[src/rtl/abcg_pkg.sv]
package abcg_pkg;
  typedef enum logic [1:0] {
    RS_MCLK_A = 2'b00,
    RS_MCLK_B = 2'b01,
    RS_FS64   = 2'b10,
    RS_FS128  = 2'b11
  } rate_sel_e;

  localparam int STD_DIV      = 4;
  localparam int FS64_SHIFT   = 6;
  localparam int FS128_SHIFT  = 7;
  localparam int DSP_RATIO_LO = 128;
  localparam int DSP_WL_LO    = 16;
  localparam int DSP_RATIO_HI = 192;
  localparam int DSP_WL_HI    = 24;
endpackage

[src/rtl/abcg_rate_decode.sv]
module abcg_rate_decode
  import abcg_pkg::*;
#(
  parameter int RATIO_W = 11,
  parameter int WL_W    = 6,
  parameter int DIV_W   = 6
) (
  input  logic [1:0]         rate_sel,
  input  logic               dsp_mode,
  input  logic [RATIO_W-1:0] fs_ratio,
  input  logic [WL_W-1:0]    word_len,
  output logic [DIV_W-1:0]   div_o,
  output logic               err_o
);
  localparam logic [RATIO_W-1:0] LIM_RATIO_LO = RATIO_W'(DSP_RATIO_LO);
  localparam logic [RATIO_W-1:0] LIM_RATIO_HI = RATIO_W'(DSP_RATIO_HI);
  localparam logic [WL_W-1:0]    LIM_WL_LO    = WL_W'(DSP_WL_LO);
  localparam logic [WL_W-1:0]    LIM_WL_HI    = WL_W'(DSP_WL_HI);

  logic [RATIO_W-1:0] q64;
  logic [RATIO_W-1:0] q128;
  logic               frac64;
  logic               frac128;
  logic               rate_err;
  logic               dsp_err;

  assign q64     = fs_ratio >> FS64_SHIFT;
  assign q128    = fs_ratio >> FS128_SHIFT;
  assign frac64  = |fs_ratio[FS64_SHIFT-1:0];
  assign frac128 = |fs_ratio[FS128_SHIFT-1:0];

  // word must fit the DSP frame for the two tight ratios
  assign dsp_err = dsp_mode &&
                   (((fs_ratio == LIM_RATIO_LO) && (word_len > LIM_WL_LO)) ||
                    ((fs_ratio == LIM_RATIO_HI) && (word_len > LIM_WL_HI)));

  always_comb begin
    div_o    = DIV_W'(STD_DIV);
    rate_err = 1'b0;
    unique case (rate_sel_e'(rate_sel))
      RS_MCLK_A, RS_MCLK_B: div_o = dsp_mode ? DIV_W'(1) : DIV_W'(STD_DIV);
      RS_FS64: begin
        if (frac64 || (q64 == '0)) rate_err = 1'b1;
        else                       div_o    = DIV_W'(q64);
      end
      RS_FS128: begin
        if (frac128 || (q128 == '0)) rate_err = 1'b1;
        else                         div_o    = DIV_W'(q128);
      end
      default: rate_err = 1'b1;
    endcase
  end

  assign err_o = rate_err || dsp_err;
endmodule

[src/rtl/abcg_cfg_apply.sv]
module abcg_cfg_apply
  import abcg_pkg::*;
#(
  parameter int DIV_W = 6
) (
  input  logic             mclk,
  input  logic             rst_n,
  input  logic             frame_sync,
  input  logic [DIV_W-1:0] req_div,
  input  logic             req_err,
  output logic [DIV_W-1:0] act_div,
  output logic             cfg_err
);
  always_ff @(posedge mclk or negedge rst_n) begin
    if (!rst_n) begin
      act_div <= DIV_W'(STD_DIV);
      cfg_err <= 1'b0;
    end else begin
      cfg_err <= req_err;
      if (frame_sync && !req_err) act_div <= req_div;
    end
  end

  a_r9_hold_between_frames: assert property (@(posedge mclk) disable iff (!rst_n)
    !frame_sync |=> $stable(act_div));
  a_r8_err_not_loaded: assert property (@(posedge mclk) disable iff (!rst_n)
    (frame_sync && req_err) |=> $stable(act_div));
  a_r10_err_follows: assert property (@(posedge mclk) disable iff (!rst_n)
    req_err |=> cfg_err);
endmodule

[src/rtl/abcg_bclk_div.sv]
module abcg_bclk_div #(
  parameter int DIV_W = 6
) (
  input  logic             mclk,
  input  logic             rst_n,
  input  logic             restart,
  input  logic [DIV_W-1:0] div,
  output logic             bclk_q
);
  logic [DIV_W-1:0] cnt;
  logic [DIV_W-1:0] hi_len;
  logic [DIV_W-1:0] cnt_nxt;

  assign hi_len  = div - (div >> 1);
  assign cnt_nxt = cnt + DIV_W'(1);

  always_ff @(posedge mclk or negedge rst_n) begin
    if (!rst_n) begin
      cnt    <= '0;
      bclk_q <= 1'b0;
    end else if (restart || (cnt >= div - DIV_W'(1))) begin
      cnt    <= '0;
      bclk_q <= 1'b1;
    end else begin
      cnt    <= cnt_nxt;
      bclk_q <= (cnt_nxt < hi_len);
    end
  end

  a_r4_cnt_range: assert property (@(posedge mclk) disable iff (!rst_n)
    (!restart && $stable(div) && (div != '0)) |=> (cnt < div));
endmodule

[src/rtl/abcg_bclk_gen.sv]
module abcg_bclk_gen
  import abcg_pkg::*;
#(
  parameter int RATIO_W = 11,
  parameter int WL_W    = 6
) (
  input  logic               mclk,
  input  logic               rst_n,
  input  logic               frame_sync,
  input  logic [1:0]         rate_sel,
  input  logic               dsp_mode,
  input  logic [RATIO_W-1:0] fs_ratio,
  input  logic [WL_W-1:0]    word_len,
  output logic               adc_bclk,
  output logic               dac_bclk,
  output logic               cfg_err
);
  localparam int DIV_W  = RATIO_W - FS64_SHIFT + 1;
  localparam int N_BCLK = 2;

  logic [DIV_W-1:0]  req_div;
  logic              req_err;
  logic [DIV_W-1:0]  act_div;
  logic              bypass;
  logic [N_BCLK-1:0] div_q;
  logic [N_BCLK-1:0] bclk_out;

  abcg_rate_decode #(.RATIO_W(RATIO_W), .WL_W(WL_W), .DIV_W(DIV_W)) u_decode (
    .rate_sel (rate_sel),
    .dsp_mode (dsp_mode),
    .fs_ratio (fs_ratio),
    .word_len (word_len),
    .div_o    (req_div),
    .err_o    (req_err)
  );

  abcg_cfg_apply #(.DIV_W(DIV_W)) u_apply (
    .mclk       (mclk),
    .rst_n      (rst_n),
    .frame_sync (frame_sync),
    .req_div    (req_div),
    .req_err    (req_err),
    .act_div    (act_div),
    .cfg_err    (cfg_err)
  );

  assign bypass = (act_div == DIV_W'(1));

  for (genvar g = 0; g < N_BCLK; g++) begin : g_bclk
    abcg_bclk_div #(.DIV_W(DIV_W)) u_div (
      .mclk    (mclk),
      .rst_n   (rst_n),
      .restart (frame_sync),
      .div     (act_div),
      .bclk_q  (div_q[g])
    );
    assign bclk_out[g] = bypass ? mclk : div_q[g];
  end

  assign adc_bclk = bclk_out[0];
  assign dac_bclk = bclk_out[1];

  a_r6_adc_dac_aligned: assert property (@(posedge mclk) disable iff (!rst_n)
    div_q[0] == div_q[1]);
  a_r9_restart_high: assert property (@(posedge mclk) disable iff (!rst_n)
    frame_sync |=> div_q[0]);
  a_r7_dsp_limit: assert property (@(posedge mclk) disable iff (!rst_n)
    (dsp_mode && (fs_ratio == RATIO_W'(DSP_RATIO_LO)) &&
     (word_len > WL_W'(DSP_WL_LO))) |=> cfg_err);
endmodule

[config.mk]
export PLATFORM = sky130hd
export DESIGN_NAME = abcg_bclk_gen
export DESIGN_NICKNAME = d
export VERILOG_FILES = /design/src/rtl/abcg_pkg.sv /design/src/rtl/abcg_rate_decode.sv /design/src/rtl/abcg_cfg_apply.sv /design/src/rtl/abcg_bclk_div.sv /design/src/rtl/abcg_bclk_gen.sv
export SDC_FILE = /design/constraint.sdc
export NUM_CORES = 1
export LEC_CHECK = 0
export BUFFER_PORTS_ARGS = -buffer_cell sky130_fd_sc_hd__buf_4
export CAP_MARGIN = 20
export CORE_UTILIZATION = 47
export CTS_BUF_LIST = sky130_fd_sc_hd__clkbuf_8
export DETAILED_ROUTE_END_ITERATION = 6
export PLACE_DENSITY = 0.68
export SYNTH_ARGS = -nofsm -noshare
export SYNTH_HDL_FRONTEND = slang
export SYNTH_SLANG_ARGS = --single-unit
[constraint.sdc]
create_clock -name mclk -period 4.4 [get_ports mclk]
set_input_delay 0.88 -clock mclk [delete_from_list [all_inputs] [get_ports mclk]]
set_output_delay 0.88 -clock mclk [all_outputs]
set_load 0.05 [all_outputs]
==> impl_metrics.ini, run 1 <==
[placement]
gp_congestion = 0.858
portBuffers = 25
place_hpwl_microns = 3020
dpl_worst_slack_ps = 897

[yosys]
synthSimpleGateAreaFrac_pct = 16.9
synth_cell_types = 42
ys_warn_count = 0
syn-num-nets = 237
synth.area.mux_share_pct = 5.37
yosysTopAreaCell = dfrtp_1
synth_edf_count = 0
syn_area_per_cell_sq_um = 9.37
synthTopCellsByArea = dfrtp_1 (28%), ha_1 (21%), nor2b_1 (5.4%), xnor2_1 (5.1%), inv_1 (3.3%)
seq_area_frac_synth_pct = 29.1
synth_cells = 184
synthDominantCellAreaShare_pct = 27.6
synth_fa_ha_area_share_pct = 22.2
synth_flop_cell = dfrtp_1
synth-seq-cells = 20
synth_compound_area_share_pct = 15.4
async_flop_share_pct = 100
synthXorXnorAreaFrac_pct = 7.11
syn_area_sq_mm = 0.00172
synth_top_family_by_area = adder cells

[floorplan]
core_area_sq_mm = 0.00342
die_h_microns = 62.6
ios = 26
die_w_microns = 62.6
rows = 21
fp.dieArea_sq_mm = 0.00391
initial_core_util_pct = 50.5

[worst_setup_path]
reg2reg_slack_ps = 1690
startpoint = mclk
critical-path-top-delay-family = buffers and inverters
reg2reg_from = u_apply.act_div[0]
required_ps = 3520
crit_top_cell = clkbuf_8
critPathBufInv = 3
crit_arrival_ps = 2890
crit_path_end_kind = primary output
worst-r2r-cell-count = 11
max_stage_delay_ps = 260
crit_type = clk2out
cpMaxStageDelayCell = mux2_2
path_max_fanout = 2
crit_end = dac_bclk
reg2reg_to = g_bclk[1].u_div.bclk_q
cp.depth = 4
start_kind = clock port
crit_chain = clkbuf_8 > clkbuf_8 > mux2_2 > buf_4

[global_routing]
grt_max_degree = 21
track_usage_pct = 21.5
antenna_found_initial = 0
busiest_layer = met2
grt_use_met3_pct = 5.29
grt_pass1_vias = 1500
grtUsageMet2_pct = 35.9
grt_pass1_wl_microns = 6440
use_met1_pct = 24.6
overflow = 0

[detailed_routing]
viasPerCell = 5.44
wl_per_cell_microns = 14.6
drtPass1Iterations = 4
drc = 0
detail_route.iter0.violations = 54
drtAntennaViolNets = 0
routed_wl_microns = 3810
dr_total_vias = 1420

[power]
power_frac_comb_pct = 32.3
power_mw = 0.726
power.internal_mw = 0.475
seqPwrFrac_pct = 29.9
p_leak_nw = 0.988
cellPowerDensity_mw_per_mm2 = 351
p_sw_share_pct = 34.6
netSwitchingPower_mw = 0.251
ir_drop_mv = 0.171
p_clk_share_pct = 37.8

[timing]
tightestPinTransition_ps = 497
whs_ps = 371
max_slew_margin_pct = 66.6
rsz0062_at_grt = false
drv_slew = 0
worst_slack_ps = 631
finalClockSkew_ps = 5.34
setup_violations = 0
hold_viol = 0
tns_ps = 0

[clock_tree]
clk_pin_slew_ps = 80
insertion_delay_ps = 370
cts_setup_buffers = 0
cts_hold_buf = 0
cts_resized = 0
cts_tree = done

[run_status]
outcome = complete, no violations

[hold_path]
worstHoldPathType = in2async

[final_layout]
drive_gt1_share_pct = 21.4
diodes = 0
final_nets = 269
postLayoutCoreUtil_pct = 60.7
syn_to_final_growth_pct = 20.2

[run]
drv_cap = 0
==> registers in the layout, summed over array words and instances, names as in the netlist <==
signal / cells
g_bclk.u_div.cnt: 12
u_apply.act_div: 5
g_bclk.u_div.bclk_q: 2
u_apply.cfg_err: 1
==> power by group through the flow <==
| stage | combinational (mW) | clock, mW | sequential [mW] |
|---|---|---|---|
| 4_1_cts | 0.235 | 0.278 | 0.217 |
| 3_5_place_dp | 0.231 | 0.0320 | 0.220 |
| 5_1_grt | 0.265 | 0.290 | 0.220 |
| 6_report | 0.235 | 0.274 | 0.217 |
| 2_1_floorplan | 0.163 | 0.0251 | 0.217 |
| 3_3_place_gp | 0.219 | 0.0320 | 0.220 |
==> cells in the mapped netlist (all sizes together) (4+ instances only) <==
| cell type | n |
|---|---|
| mux2 | 4 |
| nor2 | 17 |
| xnor2 | 10 |
| nand3 | 9 |
| xor2 | 4 |
| dfrtp | 19 |
| a21oi | 7 |
| nand2 | 9 |
| o21ai | 7 |
| mux2i | 4 |
| ha | 29 |
| nor2b | 15 |
| inv | 16 |
==> kinds of logic after synthesis <==
logic type,Yosys count
compound gates,36
xor+xnor,14
fa+ha+maj,30
buf+inv,18
flops,20
mux,8
simple gates,58
==> final cells by class <==
cell class | instances | area, sq um
fill | 296 | 1340
multi-input combinational | 146 | 1150
sequential | 20 | 502
timing repair buffer | 23 | 173
clock buffer | 10 | 125
inverter | 16 | 60.1
tap | 46 | 57.6
==> worst register-to-register path, stage by stage (launching register included) <==
cell	delay [ps]
dfrtp_1	440
inv_1	180
ha_1	220
inv_1	60
fa_1	490
inv_1	70
ha_1	290
a21boi_1	120
o21a_1	170
o21a_1	170
o31ai_1	230
a311o_1	200
==> worst min-delay path by stage <==
| stage | slack, ps | end | cells past startpoint | from |
|---|---|---|---|---|
| floorplan | 470 | g_bclk[1].u_div.cnt[0] | 1 | g_bclk[1].u_div.cnt[0] |
| global placement | 530 | g_bclk[1].u_div.cnt[0] | 1 | g_bclk[1].u_div.cnt[0] |
| detailed placement | 520 | g_bclk[1].u_div.cnt[0] | 1 | g_bclk[1].u_div.cnt[0] |
| CTS | 380 | g_bclk[0].u_div.cnt[0] | 1 | rst_n |
| global route | 390 | g_bclk[0].u_div.cnt[0] | 1 | rst_n |
| finish | 370 | g_bclk[0].u_div.cnt[0] | 1 | rst_n |
==> placed cells by master, fill, tap and decap left out, drive strengths merged, types with 3 or more instances in the layout <==
cell	Yosys	routed
nor2	17	17
o21ai	7	7
ha	29	29
a21oi	7	7
mux2	4	4
clkbuf	2	8
nor2b	15	15
nor3	3	3
xor2	4	4
dfrtp	19	19
inv	16	16
buf	0	25
mux2i	4	4
xnor2	10	10
nand3	9	9
nand2	9	9
==> per-stage QoR <==
| step | cells | instance area (sq um) |
|---|---|---|
| 3_3_place_gp | 253 | 1960 |
| 6_report | 261 | 2070 |
| 5_1_grt | 261 | 2070 |
| 4_1_cts | 261 | 2070 |
| 3_5_place_dp | 253 | 1960 |
| 2_1_floorplan | 184 | 1720 |
==> metal layers <==
layer | part of all wire, % | vias up
met1 | 43 | 670
li1 | - | 703
met2 | 51 | 32
met5 | 0 | -
met3 | 3.3 | 15
met4 | 2.5 | 0
No activity file was read; power rests on OpenSTA's default activity.
==> run 2: changes to the inputs <==
- REMOVE_ABC_BUFFERS: default -> 1
==> impl_metrics.ini, run 2 (synthesis gave the netlist of run 1 again) <==
[floorplan]
die_h_microns = 62.6
fp.dieArea_sq_mm = 0.00391
die_w_microns = 62.6
initial_core_util_pct = 50.5
ios = 26
rows = 21
core_area_sq_mm = 0.00342

[worst_setup_path]
crit_path_end_kind = primary output
reg2reg_from = u_apply.act_div[0]
start_kind = clock port
crit_type = clk2out
reg2reg_to = g_bclk[1].u_div.bclk_q
required_ps = 3520
crit_arrival_ps = 2880
worst-r2r-cell-count = 11
reg2reg_slack_ps = 1690
path_max_fanout = 2

[final_layout]
drive_gt1_share_pct = 21.4
diodes = 0
mostFrequentLayoutCell = ha_1
final_nets = 269
largest_registers = g_bclk.u_div.cnt x12, u_apply.act_div x5, g_bclk.u_div.bclk_q x2
largest_reg_flops = 12
final_cell_mix = ha_1 (29), buf_4 (25), dfrtp_1 (19)
fillers = 303
syn_to_final_growth_pct = 20.2
largest-register = g_bclk.u_div.cnt

[global_routing]
grt_use_met3_pct = 4.01
use_met1_pct = 26.1
track_usage_pct = 21.8
grt_pass1_wl_microns = 6640
grt_pass1_vias = 1484
overflow = 0
antenna_found_initial = 0
grt_max_degree = 21
busiest_layer = met2
grtUsageMet2_pct = 36.8

[timing]
tns_ps = 0
max_slew_margin_pct = 64.7
drv_slew = 0
rsz0062_at_grt = false
finalClockSkew_ps = 2.41
hold_viol = 0
tightestPinTransition_ps = 526
setup_violations = 0

[detailed_routing]
routed_wl_microns = 3900
drc = 0
detail_route.iter0.violations = 31
drtPass1Iterations = 5
dr_total_vias = 1444
drtAntennaViolNets = 0
viasPerCell = 5.53
wl_per_cell_microns = 14.9

[clock_tree]
clk_pin_slew_ps = 80
cts_setup_buffers = 0
cts_hold_buf = 0
cts_tree = done
insertion_delay_ps = 370
cts_resized = 0

[placement]
place_hpwl_microns = 3010
gp_congestion = 0.850
portBuffers = 25

[run]
drv_cap = 0

[hold_path]
worstHoldPathType = in2async

[run_status]
outcome = complete, no violations

[power]
power_mw = 0.724
ir_drop_mv = 0.162
p_leak_nw = 0.988
cellPowerDensity_mw_per_mm2 = 350
==> run 2: layout make-up <==
class / count / area (sq um) / area share (%)
inverter: 16 / 60.1 / 2.90
multi-input combinational: 146 / 1150 / 55.7
tap: 46 / 57.6 / 2.78
sequential: 20 / 502 / 24.2
timing repair buffer: 23 / 173 / 8.33
clock buffer: 10 / 125 / 6.04
==> run 2: per-layer routing <==
layer	share of wire (%)	vias to the layer above
li1	-	706
met2	50	44
met4	1.7	0
met1	44	678
met5	0	-
met3	4.2	16
==> run 2: where the power goes <==
group	switching, mW	internal [mW]
logic	0.126	0.106
clock network	0.106	0.168
registers	0.0175	0.200
total	0.250	0.474
==> run 2: per-stage QoR <==
step / setup slack [ps] / instances / utilization (%) / hold WS, ps / area, sq um
3_3_place_gp: 897 / 253 / 57.4 / 531 / 1960
2_1_floorplan: 949 / 182 / - / 475 / 1720
4_1_cts: 625 / 261 / 60.7 / 389 / 2070
3_5_place_dp: 897 / 253 / 57.4 / 527 / 1960
6_report: 635 / 261 / 60.7 / 378 / 2070
5_1_grt: 616 / 261 / 60.7 / 390 / 2070
==> run 2: how the worst max path moves through the flow <==
stage | startpoint | to | cells past startpoint
global placement | mclk | adc_bclk | 2
detailed placement | mclk | adc_bclk | 2
floorplan | mclk | adc_bclk | 1
CTS | mclk | dac_bclk | 4
finish | mclk | dac_bclk | 4
global route | mclk | dac_bclk | 4
==> run 2: critical path: stages <==
cell and delay (ps):
clkbuf_8 120, clkbuf_8 120, mux2_2 260, buf_4 190
==> run 3: changes to the inputs <==
--- a/constraint.sdc
+++ b/constraint.sdc
@@ -3,2 +3,2 @@
 set_output_delay 0.88 -clock mclk [all_outputs]
-set_load 0.05 [all_outputs]
+set_load 0.1 [all_outputs]
==> impl_metrics.ini, run 3 (synthesis gave the netlist of run 1 again) <==
[floorplan]
fp.dieArea_sq_mm = 0.00391
die_h_microns = 62.6
die_w_microns = 62.6
rows = 21
initial_core_util_pct = 50.5
core_area_sq_mm = 0.00342
ios = 26

[detailed_routing]
detail_route.iter0.violations = 31
routed_wl_microns = 3790
drtAntennaViolNets = 0
drc = 0
viasPerCell = 5.52
drtPass1Iterations = 4
wl_per_cell_microns = 14.5
dr_total_vias = 1440

[timing]
setup_violations = 0
hold_viol = 0
finalClockSkew_ps = 8.85
max_slew_margin_pct = 66.2
whs_ps = 374
tightestPinTransition_ps = 504
rsz0062_at_grt = false
drv_slew = 0
tns_ps = 0

[placement]
placed_cells = 253
place_hpwl_microns = 2960
portBuffers = 25
gp_congestion = 0.848

[global_routing]
overflow = 0
antenna_found_initial = 0
grt_max_degree = 21
grt_pass1_vias = 1545
track_usage_pct = 23.0
grt_pass1_wl_microns = 6780

[final_layout]
largest_reg_flops = 12
multi_input_area_sq_mm = 0.00115
largest_registers = g_bclk.u_div.cnt x12, u_apply.act_div x5, g_bclk.u_div.bclk_q x2
final_cell_mix = ha_1 (29), buf_4 (25), dfrtp_1 (19)
largest-register = g_bclk.u_div.cnt
fillers = 291
postLayoutCoreUtil_pct = 60.4
diodes = 0
mostFrequentLayoutCell = ha_1
final-seq-area_sq_um = 502
final_nets = 269
syn_to_final_growth_pct = 19.6
fin_cells = 261
drive_gt1_share_pct = 20.9

[power]
cellPowerDensity_mw_per_mm2 = 354
p_leak_nw = 0.986
power_mw = 0.730
ir_drop_mv = 0.187

[clock_tree]
cts_tree = done
clk_pin_slew_ps = 80
cts_resized = 0
insertion_delay_ps = 370
cts_hold_buf = 0
cts_setup_buffers = 0

[worst_setup_path]
crit_arrival_ps = 2930
start_kind = clock port
path_max_fanout = 2
crit_path_end_kind = primary output
crit_type = clk2out
required_ps = 3520
worst-r2r-cell-count = 11

[run]
drv_cap = 0

[run_status]
outcome = complete, no violations

[hold_path]
worstHoldPathType = in2async
-- run 3: stage by stage --
step           area (sq um)  worst slack [ps]
3_3_place_gp           1960               853
3_5_place_dp           1960               853
4_1_cts                2060               574
6_report               2060               585
5_1_grt                2060               562
2_1_floorplan          1720               854
-- run 3: final cells by class --
type,count,share of cell area (%)
Clock buffer,9,5.40
Clock inverter,1,0.182
Inverter,16,2.91
Multi-Input combinational cell,146,56.0
Sequential cell,20,24.3
Tap cell,46,2.79
Timing Repair Buffer,23,8.37
-- run 3: path summary, 6_finish.rpt --
kind,endpoint,slack [ps],from
hold reg to reg,g_bclk[1].u_div.cnt[0],550,g_bclk[1].u_div.cnt[0]
max in group asynchronous,u_apply.act_div[2],3740,rst_n
setup / recovery,dac_bclk,590,mclk
min in group mclk,g_bclk[1].u_div.cnt[0],550,g_bclk[1].u_div.cnt[0]
setup reg to reg,g_bclk[1].u_div.bclk_q,1690,u_apply.act_div[0]
hold / removal,g_bclk[1].u_div.cnt[5],370,rst_n
-- run 3: metal layers --
metal  track usage [%]  wire (microns)
met1              26.6            1680
met2              34.2            1810
met3              7.66             139
met4              18.9             155
met5                 0               0
-- run 3: power breakdown --
part           total, mW  internal [mW]  leakage [nW]  switching (mW)
registers          0.218          0.200         0.258          0.0181
clock network      0.279          0.150        0.0695           0.129
logic              0.233          0.106         0.659           0.127
-- run 3: worst max-delay path, cell delays in order --
cell and delay [ps]:
clkbuf_8 120, clkbuf_8 120, mux2_2 260, buf_4 230
